**src/rtl/tdd_seq_pkg.sv**
```systemverilog
package tdd_seq_pkg;
    typedef enum logic [1:0] {
        ST_IDLE  = 2'd0,
        ST_ARMED = 2'd1,
        ST_WAIT  = 2'd2,
        ST_RUN   = 2'd3
    } seq_state_e;
endpackage

```
**src/rtl/tdd_seq_timer.sv**
```systemverilog
module tdd_seq_timer #(
    parameter int W = 16
) (
    input  logic         clk,
    input  logic         rst_n,
    input  logic         clear,
    input  logic         advance,
    input  logic [W-1:0] limit,
    output logic [W-1:0] count,
    output logic         last
);
    localparam logic [W-1:0] ONE = W'(1);

    logic [W-1:0] count_d, count_q;

    // a limit of zero behaves as a limit of one
    assign last = (limit == '0) || (count_q == limit - ONE);

    always_comb begin
        count_d = count_q;
        if (clear)
            count_d = '0;
        else if (advance)
            count_d = last ? '0 : count_q + ONE;
    end

    always_ff @(posedge clk or negedge rst_n) begin
        if (!rst_n) count_q <= '0;
        else        count_q <= count_d;
    end

    assign count = count_q;


    count_in_range_chk: assert property (@(posedge clk) disable iff (!rst_n)
        (advance && limit != '0) |-> (count_q < limit));
endmodule

```
**src/rtl/tdd_seq_ctrl.sv**
```systemverilog
module tdd_seq_ctrl
    import tdd_seq_pkg::*;
#(
    parameter int CNT_W   = 16,
    parameter int BURST_W = 8
) (
    input  logic               clk,
    input  logic               rst_n,
    input  logic               enable,
    input  logic               sync_pulse,
    input  logic [CNT_W-1:0]   delay_cfg,
    input  logic [CNT_W-1:0]   frame_len_cfg,
    input  logic [BURST_W-1:0] burst_cfg,
    input  logic               delay_last,
    input  logic               frame_last,
    output seq_state_e         state,
    output logic [CNT_W-1:0]   delay_sh,
    output logic [CNT_W-1:0]   len_sh
);
    localparam logic [BURST_W-1:0] BONE = BURST_W'(1);

    typedef struct packed {
        seq_state_e         st;
        logic               done;
        logic [CNT_W-1:0]   dly;
        logic [CNT_W-1:0]   len;
        logic [BURST_W-1:0] bst;
        logic [BURST_W-1:0] frames;
    } ctrl_t;

    ctrl_t d_d, d_q;

    always_comb begin
        d_d = d_q;
        if (d_q.st == ST_IDLE) begin
            d_d.dly = delay_cfg;
            d_d.len = frame_len_cfg;
            d_d.bst = burst_cfg;
        end
        case (d_q.st)
            ST_IDLE:  if (!d_q.done) d_d.st = ST_ARMED;
            ST_ARMED: if (sync_pulse) d_d.st = (d_q.dly == '0) ? ST_RUN : ST_WAIT;
            ST_WAIT:  if (delay_last) d_d.st = ST_RUN;
            ST_RUN: begin
                if (frame_last && d_q.bst != '0) begin
                    if (d_q.frames == d_q.bst - BONE) begin
                        d_d.st     = ST_IDLE;
                        d_d.done   = 1'b1;
                        d_d.frames = '0;
                    end else begin
                        d_d.frames = d_q.frames + BONE;
                    end
                end
            end
            default: d_d.st = ST_IDLE;
        endcase
        if (!enable) begin
            d_d.st     = ST_IDLE;
            d_d.done   = 1'b0;
            d_d.frames = '0;
        end
    end

    always_ff @(posedge clk or negedge rst_n) begin
        if (!rst_n) d_q <= '0;
        else        d_q <= d_d;
    end

    assign state    = d_q.st;
    assign delay_sh = d_q.dly;
    assign len_sh   = d_q.len;


    disable_to_idle_chk: assert property (@(posedge clk) disable iff (!rst_n)
        !enable |=> (d_q.st == ST_IDLE));


    armed_hold_chk: assert property (@(posedge clk) disable iff (!rst_n)
        (d_q.st == ST_ARMED && enable && !sync_pulse) |=> (d_q.st == ST_ARMED));


    done_hold_chk: assert property (@(posedge clk) disable iff (!rst_n)
        (d_q.st == ST_IDLE && d_q.done && enable) |=> (d_q.st == ST_IDLE));


    shadow_frozen_chk: assert property (@(posedge clk) disable iff (!rst_n)
        (d_q.st != ST_IDLE) |=> ($stable(d_q.len) && $stable(d_q.dly) && $stable(d_q.bst)));


    wait_exit_chk: assert property (@(posedge clk) disable iff (!rst_n)
        (d_q.st == ST_WAIT && !delay_last && enable) |=> (d_q.st == ST_WAIT));
endmodule

```
**src/rtl/tdd_frame_seq.sv**
```systemverilog
module tdd_frame_seq
    import tdd_seq_pkg::*;
#(
    parameter int CNT_W   = 16,
    parameter int BURST_W = 8
) (
    input  logic               clk,
    input  logic               rst_n,
    input  logic               enable,
    input  logic               sync_pulse,
    input  logic [CNT_W-1:0]   delay_cfg,
    input  logic [CNT_W-1:0]   frame_len_cfg,
    input  logic [BURST_W-1:0] burst_cfg,
    output logic [CNT_W-1:0]   frame_cnt,
    output logic               frame_start,
    output logic               running,
    output logic [1:0]         state_code
);
    seq_state_e       state;
    logic [CNT_W-1:0] delay_sh, len_sh, delay_count;
    logic             delay_last, frame_last;

    tdd_seq_ctrl #(.CNT_W(CNT_W), .BURST_W(BURST_W)) u_ctrl (
        .clk           (clk),
        .rst_n         (rst_n),
        .enable        (enable),
        .sync_pulse    (sync_pulse),
        .delay_cfg     (delay_cfg),
        .frame_len_cfg (frame_len_cfg),
        .burst_cfg     (burst_cfg),
        .delay_last    (delay_last),
        .frame_last    (frame_last),
        .state         (state),
        .delay_sh      (delay_sh),
        .len_sh        (len_sh)
    );

    tdd_seq_timer #(.W(CNT_W)) u_delay (
        .clk     (clk),
        .rst_n   (rst_n),
        .clear   (!enable || state != ST_WAIT),
        .advance (state == ST_WAIT),
        .limit   (delay_sh),
        .count   (delay_count),
        .last    (delay_last)
    );

    tdd_seq_timer #(.W(CNT_W)) u_frame (
        .clk     (clk),
        .rst_n   (rst_n),
        .clear   (!enable || state != ST_RUN),
        .advance (state == ST_RUN),
        .limit   (len_sh),
        .count   (frame_cnt),
        .last    (frame_last)
    );

    assign running     = (state == ST_RUN);
    assign frame_start = running && (frame_cnt == '0);
    assign state_code  = state;


    delay_idle_zero_chk: assert property (@(posedge clk) disable iff (!rst_n)
        (state != ST_WAIT) |-> (delay_count == '0));
endmodule

```
**config.mk**
```make
export PLATFORM = sky130hd
export DESIGN_NAME = tdd_frame_seq
export DESIGN_NICKNAME = d
export VERILOG_FILES = /design/src/rtl/tdd_seq_pkg.sv /design/src/rtl/tdd_seq_timer.sv /design/src/rtl/tdd_seq_ctrl.sv /design/src/rtl/tdd_frame_seq.sv
export SDC_FILE = /design/constraint.sdc
export NUM_CORES = 1
export LEC_CHECK = 0
export BUFFER_PORTS_ARGS = -buffer_cell sky130_fd_sc_hd__clkbuf_2
export CAP_MARGIN = 20
export CORE_ASPECT_RATIO = 0.8
export CORE_UTILIZATION = 27
export CTS_CLUSTER_SIZE = 25
export DETAILED_ROUTE_END_ITERATION = 12
export PLACE_DENSITY = 0.51
export SYNTH_ARGS = -nofsm -noshare
export SYNTH_HDL_FRONTEND = slang
export SYNTH_SLANG_ARGS = --single-unit
```
**constraint.sdc**
```tcl
create_clock -name clk -period 4.8 [get_ports clk]
set_input_delay 0.48 -clock clk [delete_from_list [all_inputs] [get_ports clk]]
set_output_delay 0.48 -clock clk [all_outputs]
set_load 0.05 [all_outputs]
```
After elaboration in Yosys (flattened, before gate mapping). Index checks and enable logic that the tools add are counted.

Add/subtract/negate cells: 6. Eq/ne operators: 16. Muxes and demuxes: 19. Reductions and logical operators: 17.

Operators by type and width (number): two-way mux 16 bit (6); logical NOT 16 bit (3); adder 16 x 1 -> 16 bit, second input constant (2); equality test 16 bit (2); two-way mux 8 bit (4); subtractor 16 x 1 -> 16 bit, second input constant (2); two-way mux 3 bit (3); != test 3 bit, second input constant (3); adder 8 x 1 -> 8 bit, second input constant (1); equality test 8 bit (1); case mux 2 bit (4 select lines) (1); nonzero test 8 bit (1); subtractor 8 x 1 -> 8 bit, second input constant (1); two-way mux 2 bit (3); != test 2 x 1 -> 1 bit, second input constant (3); != test 3 x 2 -> 1 bit, second input constant (2); AND reduction 5 bit (1); equality test 2 bit, second input constant (2); logical OR 1 bit (4); != test 2 bit, second input constant (2); nonzero test 2 bit (2); AND reduction 3 bit (1); equality test 2 x 1 -> 1 bit, second input constant (1); logical AND 1 bit (2); other kinds (4) (5).

Bits in registers: 83. Input port bits: 44. Output and inout bits: 20. Logic and storage cells: 66.

Depth between registers and ports, before layout. Gate-level depths: netlist of the first run.

Word-level depth: 7. Gate-level depth with buffers: 13. Depth with buffers taken out: 10.

By module. Synthesis of the first run repeated with hierarchy kept, for this count alone.

Cell total of the unflattened synthesis: 761. Area, all modules: 6789.0 um^2.

Modules (own cells, without submodules): tdd_seq_timer (times used 2, cells each 253, area an instance 1971.9 um^2, sequential area each 400.4 um^2); tdd_seq_ctrl (times used 1, cells each 244, area an instance 2768.9 um^2, sequential area each 1276.2 um^2); tdd_frame_seq (times used 1, cells each 11, area an instance 76.3 um^2, sequential area each 0.0 um^2).

Worst setup path before layout of the first run. No wires, ideal clock.

Kind: reg-to-reg. Start: register u_ctrl.d_q, in the netlist u_ctrl.delay_sh[0]. End: register u_ctrl.d_q, in the netlist u_ctrl.state[0]. Setup time: 0.094 ns. Arrival: 3.241 ns. Required time: 4.706 ns. Setup slack: 1.465 ns. Cell stages (with the launch flop): 11. Buffers on the path: 0. Period minus slack after synthesis: 3.335 ns. Path through: dfrtp_1 -> inv_1 -> ha_1 -> or4b_1 -> or3_4 -> mux2i_1 -> or3b_2 -> a32oi_1 -> a31oi_1 -> or4_4 -> a221oi_2.

Cells in the longest elaborated chain, start to end: 5. Elaborated cells between the ends (all ways): 10. Classes of those cells: 1 x add/sub; 2 x eq/ne; 4 x mux; 3 x reduce/logical.

RTL lines: start, declared (RTL line tdd_seq_ctrl.sv:31) `ctrl_t d_d, d_q;`; start signal, assigned (RTL line tdd_seq_ctrl.sv:65) `if (!rst_n) d_q <= '0;`; start signal, assigned (RTL line tdd_seq_ctrl.sv:66) `else d_q <= d_d;`; subtractor 16 x 1 -> 16 bit / logical NOT 16 bit (equally long branches) (RTL line tdd_seq_timer.sv:17, tdd_seq_ctrl.sv:42); equality test 16 bit / two-way mux 1 bit (equally long branches) (RTL line tdd_seq_timer.sv:17, tdd_seq_ctrl.sv:42); logical OR 1 bit / two-way mux 2 bit (equally long branches) (RTL line tdd_seq_timer.sv:17, tdd_seq_ctrl.sv:42); != test 3 bit (no line) / case mux 2 bit (4 select lines) (equally long branches); AND reduction 5 bit (no line) / two-way mux 3 bit (equally long branches).

Parallel ways exist; a longest one is shown, timed or not. The select of a mux whose other input is x is not followed. A chain may end at the register's enable or synchronous reset.

Worst setup path in the final report of the first run. Ends and elaborated chain as after synthesis.

==> impl_metrics.py, run 1 <==
metrics = {
    "status": {
        "status": "finished clean",
    },
    "timing": {
        "timing.fmax_mhz": 270,
        "slew_viol_final": 0,
        "maxSlewHeadroom_pct": 41.4,
        "timing.final.hold_violations": 0,
        "finalCritPeriodShare_pct": 77.2,
        "fin_crit_ns": 3.71,
        "skew_ns": 0.00866,
        "grt_setup_unrepaired": "false",
        "setup_viol": 0,
        "setup_tns_ns": 0,
        "worstMarginPinSlew_ns": 0.879,
    },
    "pwr": {
        "total_leakage_power_nw": 2.50,
        "p_total_mw": 3.18,
        "powerDensity_mw_per_mm2": 519,
        "ir_drop_mv": 0.182,
    },
    "floorplanning": {
        "rows": 45,
        "die_h_um": 127,
        "initial_core_util_pct": 27.6,
        "io_pins": 64,
        "core_mm2": 0.0190,
        "die_width_um": 158,
        "dieArea_mm2": 0.0199,
    },
    "final_layout": {
        "final_core_util_pct": 32.3,
        "multiInputGateArea_mm2": 0.00296,
        "areaGrowthSynthToFinish_pct": 17.0,
        "fillers": 1934,
        "drive_above_1_share_pct": 20.7,
        "register_area_mm2": 0.00208,
        "num_antenna_cells": 0,
        "nets": 661,
    },
    "detailed_routing": {
        "vias_per_cell": 4.89,
        "wirelength_um": 13500,
        "drc_errors": 0,
        "first_iter_violations": 278,
        "first_pass_iters": 4,
        "antenna_left": 0,
        "avgRoutedWirePerCell_um": 15.6,
        "vias": 4240,
    },
    "grt": {
        "overflow": 0,
        "grt_usage_pct": 14.5,
        "grt_pass1_vias": 4329,
        "grt_pass1_wl_um": 22300,
        "grt_max_degree": 67,
        "antenna_found_initial": 0,
    },
    "logic_synthesis": {
        "synth-seq-area-share_pct": 39.7,
        "synth_seq_cells": 83,
        "synth-main-ff-cell": "dfrtp_1",
        "synth_most_common_cell": "dfrtp_1",
        "synth_area_mm2": 0.00523,
        "yosysTopAreaCell": "dfrtp_1",
        "avgSynthCellArea_um2": 9.44,
        "ys_types": 58,
        "synthArstFlopShare_pct": 100,
        "synth_nets": 611,
        "synthCells": 554,
        "synth_area_leaders": "dfrtp_1, mux2_2, xnor2_1, xor2_1, nor2_1",
        "synth_commonest_cells": "dfrtp_1, nor2_1, xnor2_1, xor2_1, mux2_2",
        "yosys.area.top_type_share_pct": 39.7,
        "synth-edff-count": 0,
        "yosys_warnings": 0,
    },
    "worst_setup_path": {
        "crit_type": "reg -> reg",
        "r2r_slack_ns": 1.09,
        "worstSetupStartpointType": "register",
        "cp.arrival_ns": 3.96,
        "reg2reg_from": "u_ctrl.delay_sh[0]$_DFFE_PN0N_",
        "r2r_end": "u_ctrl.state[0]$_DFFE_PN0P_",
        "cp-end-kind": "register",
        "required_ns": 5.05,
        "cp_max_fo": 6,
        "worst_r2r_path_depth": 10,
    },
    "min_path": {
        "whs_path_depth": 3,
        "min_from": "frame_len_cfg[0]",
        "hold_path.class": "in -> reg",
        "min_to": "u_ctrl.len_sh[0]$_DFFE_PN0N_",
    },
    "clocking": {
        "cts-root-buf": "clkbuf_16",
        "post_cts_resized": 0,
        "clockBufferDepth": 2,
        "cts.sinks": 83,
        "cts.clk_slew.worst_paths_ns": 0.07,
        "htreeDepth": 3,
        "tritoncts": "done",
        "post_cts_buffers": 0,
        "clkLatencyLatePin_ns": 0.34,
        "cts_buffers": 9,
    },
    "placement": {
        "place.gp.congestion": 0.938,
        "dp.final_hpwl_um": 10200,
        "io_buffers": 63,
    },
    "job": {
        "max-cap-violations": 0,
    },
}
layout make-up:
type / count / area share [%]
clock inverter: 5 / 1.63
timing repair buffer: 66 / 5.60
multi-input combinational: 424 / 48.4
clock buffer: 11 / 3.96
inverter: 20 / 1.23
tap: 258 / 5.27
sequential: 83 / 33.9
worst max-delay path by stage:
stage | startpoint | to | slack, ns | cells after the start
2_1_floorplan | u_ctrl.delay_sh[0]$_DFFE_PN0N_ | u_ctrl.state[0]$_DFFE_PN0P_ | 1.47 | 10
3_3_place_gp | u_ctrl.delay_sh[0]$_DFFE_PN0N_ | u_ctrl.state[0]$_DFFE_PN0P_ | 1.27 | 10
3_5_place_dp | u_ctrl.delay_sh[0]$_DFFE_PN0N_ | u_ctrl.state[0]$_DFFE_PN0P_ | 1.09 | 10
4_1_cts | u_ctrl.delay_sh[0]$_DFFE_PN0N_ | u_ctrl.state[0]$_DFFE_PN0P_ | 1.06 | 10
5_1_grt | u_ctrl.delay_sh[0]$_DFFE_PN0N_ | u_ctrl.state[1]$_DFFE_PN0P_ | 0.88 | 10
6_report | u_ctrl.delay_sh[0]$_DFFE_PN0N_ | u_ctrl.state[0]$_DFFE_PN0P_ | 1.09 | 10
repair_timing:
| item | in CTS | in global routing |
|---|---|---|
| endpoints found under the setup margin | 0 | 0 |
| hold endpoints to repair | 17 | 0 |
| hold buffers | 1 | 0 |
layout by cell type (no fill, tap or decap), types with 5 or more instances in the layout:
cell | synthesis | final
nor3_1 | 21 | 21
a31oi_1 | 7 | 7
clkbuf_16 | 0 | 9
or3_1 | 9 | 9
mux2i_1 | 7 | 7
nand4_1 | 10 | 10
ha_1 | 13 | 12
nand3_1 | 23 | 23
xnor2_1 | 42 | 42
a21oi_1 | 13 | 13
nor4_1 | 11 | 11
xor2_1 | 36 | 36
clkbuf_2 | 0 | 62
o21ai_0 | 20 | 20
nor2_1 | 66 | 66
a211oi_1 | 5 | 5
and3_1 | 12 | 12
or4_1 | 6 | 6
inv_1 | 20 | 20
dfrtp_1 | 83 | 83
mux2_2 | 33 | 33
nand2_1 | 30 | 30
registers in the layout (all words and copies together) (netlist names):
register,cells
u_ctrl.delay_sh,16
u_frame.count,16
u_ctrl.len_sh,16
u_ctrl.state,2
u_ctrl.d_q,17
u_delay.count,16
worst max-delay path, cell delays in order, from the launching register on:
cell and delay (ns):
dfrtp_1 0.44, inv_1 0.12, ha_1 0.26, or4b_1 0.59, or3_4 0.40, mux2i_1 0.12
or3b_2 0.47, a32oi_1 0.21, a31oi_1 0.19, or4_4 0.56, a221oi_2 0.24
report_power, final:
part / switching, mW / total (mW) / internal [mW] / leakage (nW)
Sequential: 0.317 / 1.20 / 0.880 / 1.07
Combinational: 0.618 / 1.17 / 0.552 / 1.26
Clock: 0.288 / 0.809 / 0.521 / 0.169
Total: 1.22 / 3.18 / 1.95 / 2.50
stage by stage:
| step | worst slack [ns] | instances | instance area, um2 | hold WS, ns |
|---|---|---|---|---|
| floorplan | 1.47 | 554 | 5230 | 0.184 |
| global placement | 1.27 | 850 | 5770 | 0.363 |
| detailed placement | 1.09 | 850 | 5770 | 0.365 |
| CTS | 1.06 | 867 | 6120 | 0.328 |
| global route | 0.883 | 867 | 6120 | 0.355 |
| finish | 1.09 | 867 | 6120 | 0.343 |
kinds of logic (layout without fill, tap and decap cells):
family | count (synthesis) | in the layout | synth area share, %
flops | 83 | 83 | 39.7
mux | 40 | 40 | 8.44
simple gates | 221 | 221 | 22.8
compound gates | 72 | 72 | 9.14
buf+inv | 47 | 102 | 3.73
fa+ha+maj | 13 | 13 | 3.11
xor+xnor | 78 | 78 | 13.1
metal layers:
layer  routed length, um  GRT usage (%)  vias up
li1                    -              -     2060
met1                6640           20.0     2083
met2                6090           21.8       81
met3                 550           3.35       16
met4                 250           5.83        0
met5                   0              0        -
(Power assumes the default switching activity.)
==> run 2: changes to the inputs <==
Clock period 4.8 ns to 3.54 ns, I/O delays scaled along.
==> impl_metrics.py, run 2 (same netlist as run 1, synthesis figures left out) <==
metrics = {
    "status": {
        "status": "finished clean",
    },
    "clocking": {
        "clockBufferDepth": 2,
        "clkLatencyLatePin_ns": 0.34,
        "cts-root-buf": "clkbuf_16",
        "cts.sinks": 83,
        "cts_buffers": 9,
        "cts.clk_slew.worst_paths_ns": 0.06,
        "tritoncts": "done",
        "htreeDepth": 3,
    },
    "worst_setup_path": {
        "worst_r2r_path_depth": 10,
        "r2r_end": "u_ctrl.state[0]$_DFFE_PN0P_",
        "cp.arrival_ns": 3.66,
        "required_ns": 3.78,
        "crit_type": "reg -> reg",
        "cp_max_fo": 4,
        "reg2reg_from": "u_ctrl.delay_sh[1]$_DFFE_PN0N_",
        "r2r_slack_ns": 0.12,
        "worstSetupStartpointType": "register",
        "cp-end-kind": "register",
    },
    "detailed_routing": {
        "first_iter_violations": 318,
        "vias": 4239,
        "wirelength_um": 13300,
        "vias_per_cell": 4.87,
        "drc_errors": 0,
        "avgRoutedWirePerCell_um": 15.3,
        "antenna_left": 0,
        "first_pass_iters": 4,
    },
    "placement": {
        "placedInstanceArea_mm2": 0.00578,
        "place.gp.congestion": 0.875,
        "io_buffers": 63,
        "place_inst": 852,
        "dp.final_hpwl_um": 9960,
        "place_ws_ns": 0.0743,
    },
    "pwr": {
        "ir_drop_mv": 0.282,
        "total_leakage_power_nw": 2.54,
        "powerDensity_mw_per_mm2": 710,
    },
    "floorplanning": {
        "die_width_um": 158,
        "rows": 45,
        "core_mm2": 0.0190,
        "die_h_um": 127,
        "io_pins": 64,
        "initial_core_util_pct": 27.6,
        "dieArea_mm2": 0.0199,
    },
    "timing": {
        "timing.fmax_mhz": 293,
        "worstMarginPinSlew_ns": 0.742,
        "slew_viol_final": 0,
        "finalCritPeriodShare_pct": 96.6,
        "setup_viol": 0,
        "finalWorstSetupSlack_ns": 0.122,
        "maxSlewHeadroom_pct": 50.1,
        "timing.final.hold_violations": 0,
        "whs_ns": 0.219,
        "skew_ns": 0.00816,
        "fin_crit_ns": 3.42,
        "setup_tns_ns": 0,
    },
    "grt": {
        "overflow": 0,
        "antenna_found_initial": 0,
        "grt_max_degree": 84,
        "grt_usage_pct": 14.3,
        "grt_pass1_wl_um": 22000,
        "grt_pass1_vias": 4255,
    },
    "min_path": {
        "whs_path_depth": 3,
        "hold_path.class": "in -> reg",
        "min_to": "u_ctrl.len_sh[0]$_DFFE_PN0N_",
        "min_from": "frame_len_cfg[0]",
    },
    "final_layout": {
        "largest_register_ff_count": 17,
        "nets": 666,
        "final_area_mm2": 0.00624,
        "layout_common_cells": "dfrtp_1, nor2_1, clkbuf_2",
        "num_antenna_cells": 0,
        "drive_above_1_share_pct": 22.5,
        "final_cells": 871,
        "regMostFlops": "u_ctrl.d_q",
        "final_common_cell": "dfrtp_1",
        "areaGrowthSynthToFinish_pct": 19.3,
    },
    "job": {
        "max-cap-violations": 0,
    },
}
## run 2: per-layer routing
| metal | global-route usage, % | part of all wire, % | up-vias |
|---|---|---|---|
| met5 | 0 | 0 | - |
| met4 | 5.14 | 1.3 | 0 |
| met3 | 3.52 | 3.5 | 12 |
| met2 | 21.0 | 46 | 75 |
| met1 | 20.0 | 49 | 2080 |
| li1 | - | - | 2072 |
## run 2: what timing repair did
item                                    CTS  global route
hold buffers                              0             1
hold endpoints to repair                  0            19
endpoints found under the setup margin    0             3
buffers inserted                          0             2
resized for setup                         0             8
## run 2: power by group
group          switching [mW]  internal, mW  total (mW)
logic                   0.869         0.791        1.66
clock network           0.379         0.775        1.15
registers               0.422          1.19        1.62
total                    1.67          2.76        4.43
## run 2: area by class of cell
| cell class | count | area [um2] |
|---|---|---|
| tap | 258 | 323 |
| clock inverter | 5 | 125 |
| clock buffer | 10 | 239 |
| sequential | 83 | 2080 |
| fill | 1923 | 12700 |
| inverter | 20 | 75.1 |
| timing repair buffer | 71 | 400 |
| multi-input combinational | 424 | 3000 |
## run 2: worst max path at each step
| stage | start | end | slack, ns |
|---|---|---|---|
| after floorplan | u_ctrl.delay_sh[0]$_DFFE_PN0N_ | u_ctrl.state[0]$_DFFE_PN0P_ | 0.21 |
| after global placement | u_ctrl.delay_sh[1]$_DFFE_PN0N_ | u_ctrl.state[0]$_DFFE_PN0P_ | 0.22 |
| after detailed placement | u_ctrl.delay_sh[1]$_DFFE_PN0N_ | u_ctrl.state[0]$_DFFE_PN0P_ | 0.07 |
| after CTS | u_ctrl.delay_sh[1]$_DFFE_PN0N_ | u_ctrl.state[0]$_DFFE_PN0P_ | 0.05 |
| after global routing | u_ctrl.delay_sh[1]$_DFFE_PN0N_ | u_ctrl.state[0]$_DFFE_PN0P_ | -0.009 |
| final | u_ctrl.delay_sh[1]$_DFFE_PN0N_ | u_ctrl.state[0]$_DFFE_PN0P_ | 0.12 |
## run 2: worst max-delay path, stage by stage (launching register included)
cell	delay, ns
dfrtp_1	0.40
inv_1	0.10
ha_1	0.16
or4b_4	0.48
or3_4	0.38
mux2i_1	0.13
or3b_2	0.49
a32oi_2	0.23
a31oi_4	0.14
or4_4	0.55
a221oi_2	0.26
## run 2: through the flow
stage | util, % | total power [mW]
6_report | 32.9 | 4.43
5_1_grt | 32.9 | 4.75
4_1_cts | 32.4 | 4.43
3_5_place_dp | 30.5 | 3.24
3_3_place_gp | 30.5 | 3.20
2_1_floorplan | - | 2.82
==> run 3: changes to the inputs <==
Settings changed: SYNTH_HIERARCHICAL set to 1.
==> impl_metrics.py, run 3 <==
metrics = {
    "grt": {
        "antenna_found_initial": 0,
        "overflow": 0,
        "grt_pass1_vias": 5862,
        "grt_max_degree": 59,
        "grt_usage_pct": 16.1,
        "grt_pass1_wl_um": 32300,
    },
    "worst_setup_path": {
        "crit_cells": 12,
        "crit_family": "simple AND/OR/NAND/NOR gates",
        "cp_num_buf_inv": 2,
        "cp_max_fo": 3,
        "reg2reg_from": "u_ctrl/delay_sh[0]$_DFFE_PN0N_",
        "path_common_cell": "or4_4",
        "required_ns": 3.82,
        "cp_slowest_cell": "or4_4",
        "cp-startpoint": "u_ctrl/delay_sh[0]$_DFFE_PN0N_",
        "crit_chain": "or4_4 > or4_4 > xnor2_2 > o21ai_1 > or2_4 > o41ai_4 > inv_1 > a222oi_1 > buf_4 > nand2_1 > or4b_4 > a22oi_2",
        "r2r_slack_ns": -0.01,
        "worstSetupStartpointType": "register",
        "cp.arrival_ns": 3.83,
        "crit_type": "reg -> reg",
        "endpoint": "u_ctrl/state[0]$_DFFE_PN0P_",
        "worst_r2r_path_depth": 12,
        "r2r_end": "u_ctrl/state[0]$_DFFE_PN0P_",
        "cp-end-kind": "register",
        "cpPeakStageDelay_ns": 0.54,
    },
    "logic_synthesis": {
        "yosysTopAreaCell": "dfrtp_1",
        "synth_seq_cells": 83,
        "synth_commonest_cells": "dfrtp_1, nor2_1, nand2_1, nand2b_1, mux2_2",
        "synthCells": 761,
        "yosys.area.top_type_share_pct": 30.6,
        "synth-seq-area-share_pct": 30.6,
        "synth_nets": 818,
        "ys_types": 66,
        "synthArstFlopShare_pct": 100,
        "synth-edff-count": 0,
        "synth_area_mm2": 0.00679,
        "synth_most_common_cell": "dfrtp_1",
        "avgSynthCellArea_um2": 8.92,
        "synth_area_leaders": "dfrtp_1, mux2_2, o41ai_1, nand2b_1, buf_4",
        "synth-main-ff-cell": "dfrtp_1",
        "yosys_warnings": 6,
    },
    "detailed_routing": {
        "drc_errors": 12,
        "wirelength_um": 19900,
        "first_pass_iters": 9,
        "antenna_left": 0,
        "vias": 6155,
        "wl_met1_um": 10200,
        "wl_met2_um": 8280,
        "first_iter_violations": 642,
        "avgRoutedWirePerCell_um": 17.5,
        "top_layer_used": "met4",
        "dr_wl_met3_um": 1180,
        "vias_per_cell": 5.39,
    },
    "final_layout": {
        "areaGrowthSynthToFinish_pct": 18.3,
        "drive_above_1_share_pct": 29.5,
        "final_common_cell": "dfrtp_1",
        "layout_common_cells": "dfrtp_1, buf_4, clkbuf_2",
        "nets": 876,
        "num_antenna_cells": 0,
        "regMostFlops": "u_ctrl/d_q",
        "largest_register_ff_count": 17,
        "fillers": 2624,
    },
    "timing": {
        "fin_crit_ns": 3.55,
        "setup_viol": 1,
        "slew_viol_final": 0,
        "timing.fmax_mhz": 281,
        "setup_tns_ns": -0.0140,
        "worstMarginPinSlew_ns": 0.930,
        "maxSlewHeadroom_pct": 37.9,
        "timing.final.hold_violations": 0,
        "grt_setup_unrepaired": "true",
        "finalWorstSetupSlack_ns": -0.0140,
        "whs_ns": 0.0719,
        "skew_ns": 0.00787,
        "finalCritPeriodShare_pct": 100,
    },
    "status": {
        "status": "finished, violations left",
        "failed_checks": "design-rule violations, negative setup slack",
    },
    "floorplanning": {
        "io_pins": 64,
        "initial_core_util_pct": 27.7,
        "die_h_um": 144,
        "die_width_um": 179,
        "rows": 51,
        "dieArea_mm2": 0.0258,
        "core_mm2": 0.0245,
    },
    "pwr": {
        "internal_power_mw": 2.87,
        "power.share.sequential_pct": 28.8,
        "pwr-share-comb_pct": 52.7,
        "p_sw_share_pct": 43.6,
        "power_frac_clock_pct": 18.5,
        "p_total_mw": 5.09,
        "total_leakage_power_nw": 3.18,
        "power_switching_mw": 2.22,
        "powerDensity_mw_per_mm2": 634,
        "ir_drop_mv": 0.427,
    },
    "clocking": {
        "cts_buffers": 9,
        "htreeDepth": 3,
        "tritoncts": "done",
        "cts.clk_slew.worst_paths_ns": 0.07,
        "cts-root-buf": "clkbuf_16",
        "clkLatencyLatePin_ns": 0.36,
        "clockBufferDepth": 2,
        "cts.sinks": 83,
    },
    "placement": {
        "place_ws_ns": -0.151,
        "io_buffers": 63,
        "place.gp.congestion": 0.863,
        "dp.final_hpwl_um": 14000,
    },
    "min_path": {
        "hold_path.class": "in -> async",
    },
    "job": {
        "max-cap-violations": 0,
    },
}
==> run 3: cell types whose count changed in the layout (fill, tap and decap cells not counted), moves of 14 or more <==
cell and change:
nand2_1 +17, o41ai_1 +30, xor2_1 -17, buf_4 +60, o221ai_1 +26, nand2b_1 +41
or3_1 +14, xnor2_1 -18
==> run 3: how the worst min path moves through the flow <==
stage               start                            to  slack [ns]  cells after the start
finish              rst_n  u_frame/count[0]$_DFFE_PN0P_        0.07                      1
global placement    rst_n  u_frame/count[0]$_DFFE_PN0P_        0.50                      1
detailed placement  rst_n  u_frame/count[0]$_DFFE_PN0P_        0.51                      1
floorplan           rst_n     u_ctrl/d_q[0]$_DFFE_PN0P_        0.06                      0
global route        rst_n  u_frame/count[1]$_DFFE_PN0P_        0.14                      1
CTS                 rst_n  u_frame/count[0]$_DFFE_PN0P_        0.12                      1
==> run 3: area by class of cell <==
cell class	instances	area [um2]	area share, %
multi-input cells	577	4390	54.6
flip-flops and latches	83	2080	25.9
repair buffers	129	813	10.1
well taps	318	398	4.95
clock buffers	12	256	3.19
inverters	19	76.3	0.950
clock inverters	4	25.0	0.311
==> run 3: what timing repair did <==
action                     in CTS  in global routing
setup endpoints to repair       2                  9
pin swaps                       5                  7
buffers inserted                0                  1
hold endpoints to repair        0                  0
hold buffers                    0                  0
gates resized for setup         3                 16
==> run 3: kinds of logic (layout without fill, tap and decap cells) <==
kind of cell | after synthesis | after routing | synth area share (%)
and+or+nand+nor | 340 | 340 | 28.9
xor gates and xnor gates | 45 | 45 | 5.81
buffers and inverters | 101 | 164 | 8.13
DFF | 83 | 83 | 30.6
adders and majority gates | 13 | 13 | 2.40
muxes | 37 | 37 | 6.14
AOI/OAI and AO/OA | 142 | 142 | 18.0
==> run 3: per-layer routing <==
layer  vias to the layer above  global-route usage (%)
met5                         -                       0
met4                         0                    4.51
met3                        13                    3.49
met2                       204                    22.4
met1                      2961                    24.2
li1                       2977                       -
==> run 3: worst register-to-register path, delay by kind of cell (launching register included) <==
family	cells	cell delay, ns
AND/OR/NAND/NOR	5	1.85
XOR/XNOR	1	0.15
AO/OA/AOI/OAI	4	0.84
buffers and inverters	2	0.24
flip-flops	1	0.38
==> run 3: metrics by stage <==
stage	area (um2)	instances	utilization (%)
after detailed placement	7650	1125	31.2
after CTS	7950	1141	32.4
after global routing	8030	1142	32.8
final	8030	1142	32.8
after global placement	7650	1125	31.2
after floorplan	6940	761	-
==> run 3: power groups by stage <==
stage,logic (mW),registers [mW],clock network (mW)
5_1_grt,2.90,1.52,1.01
6_report,2.68,1.47,0.941
4_1_cts,2.60,1.47,0.974
2_1_floorplan,2.13,1.35,0
3_5_place_dp,2.57,1.49,0
3_3_place_gp,2.59,1.48,0
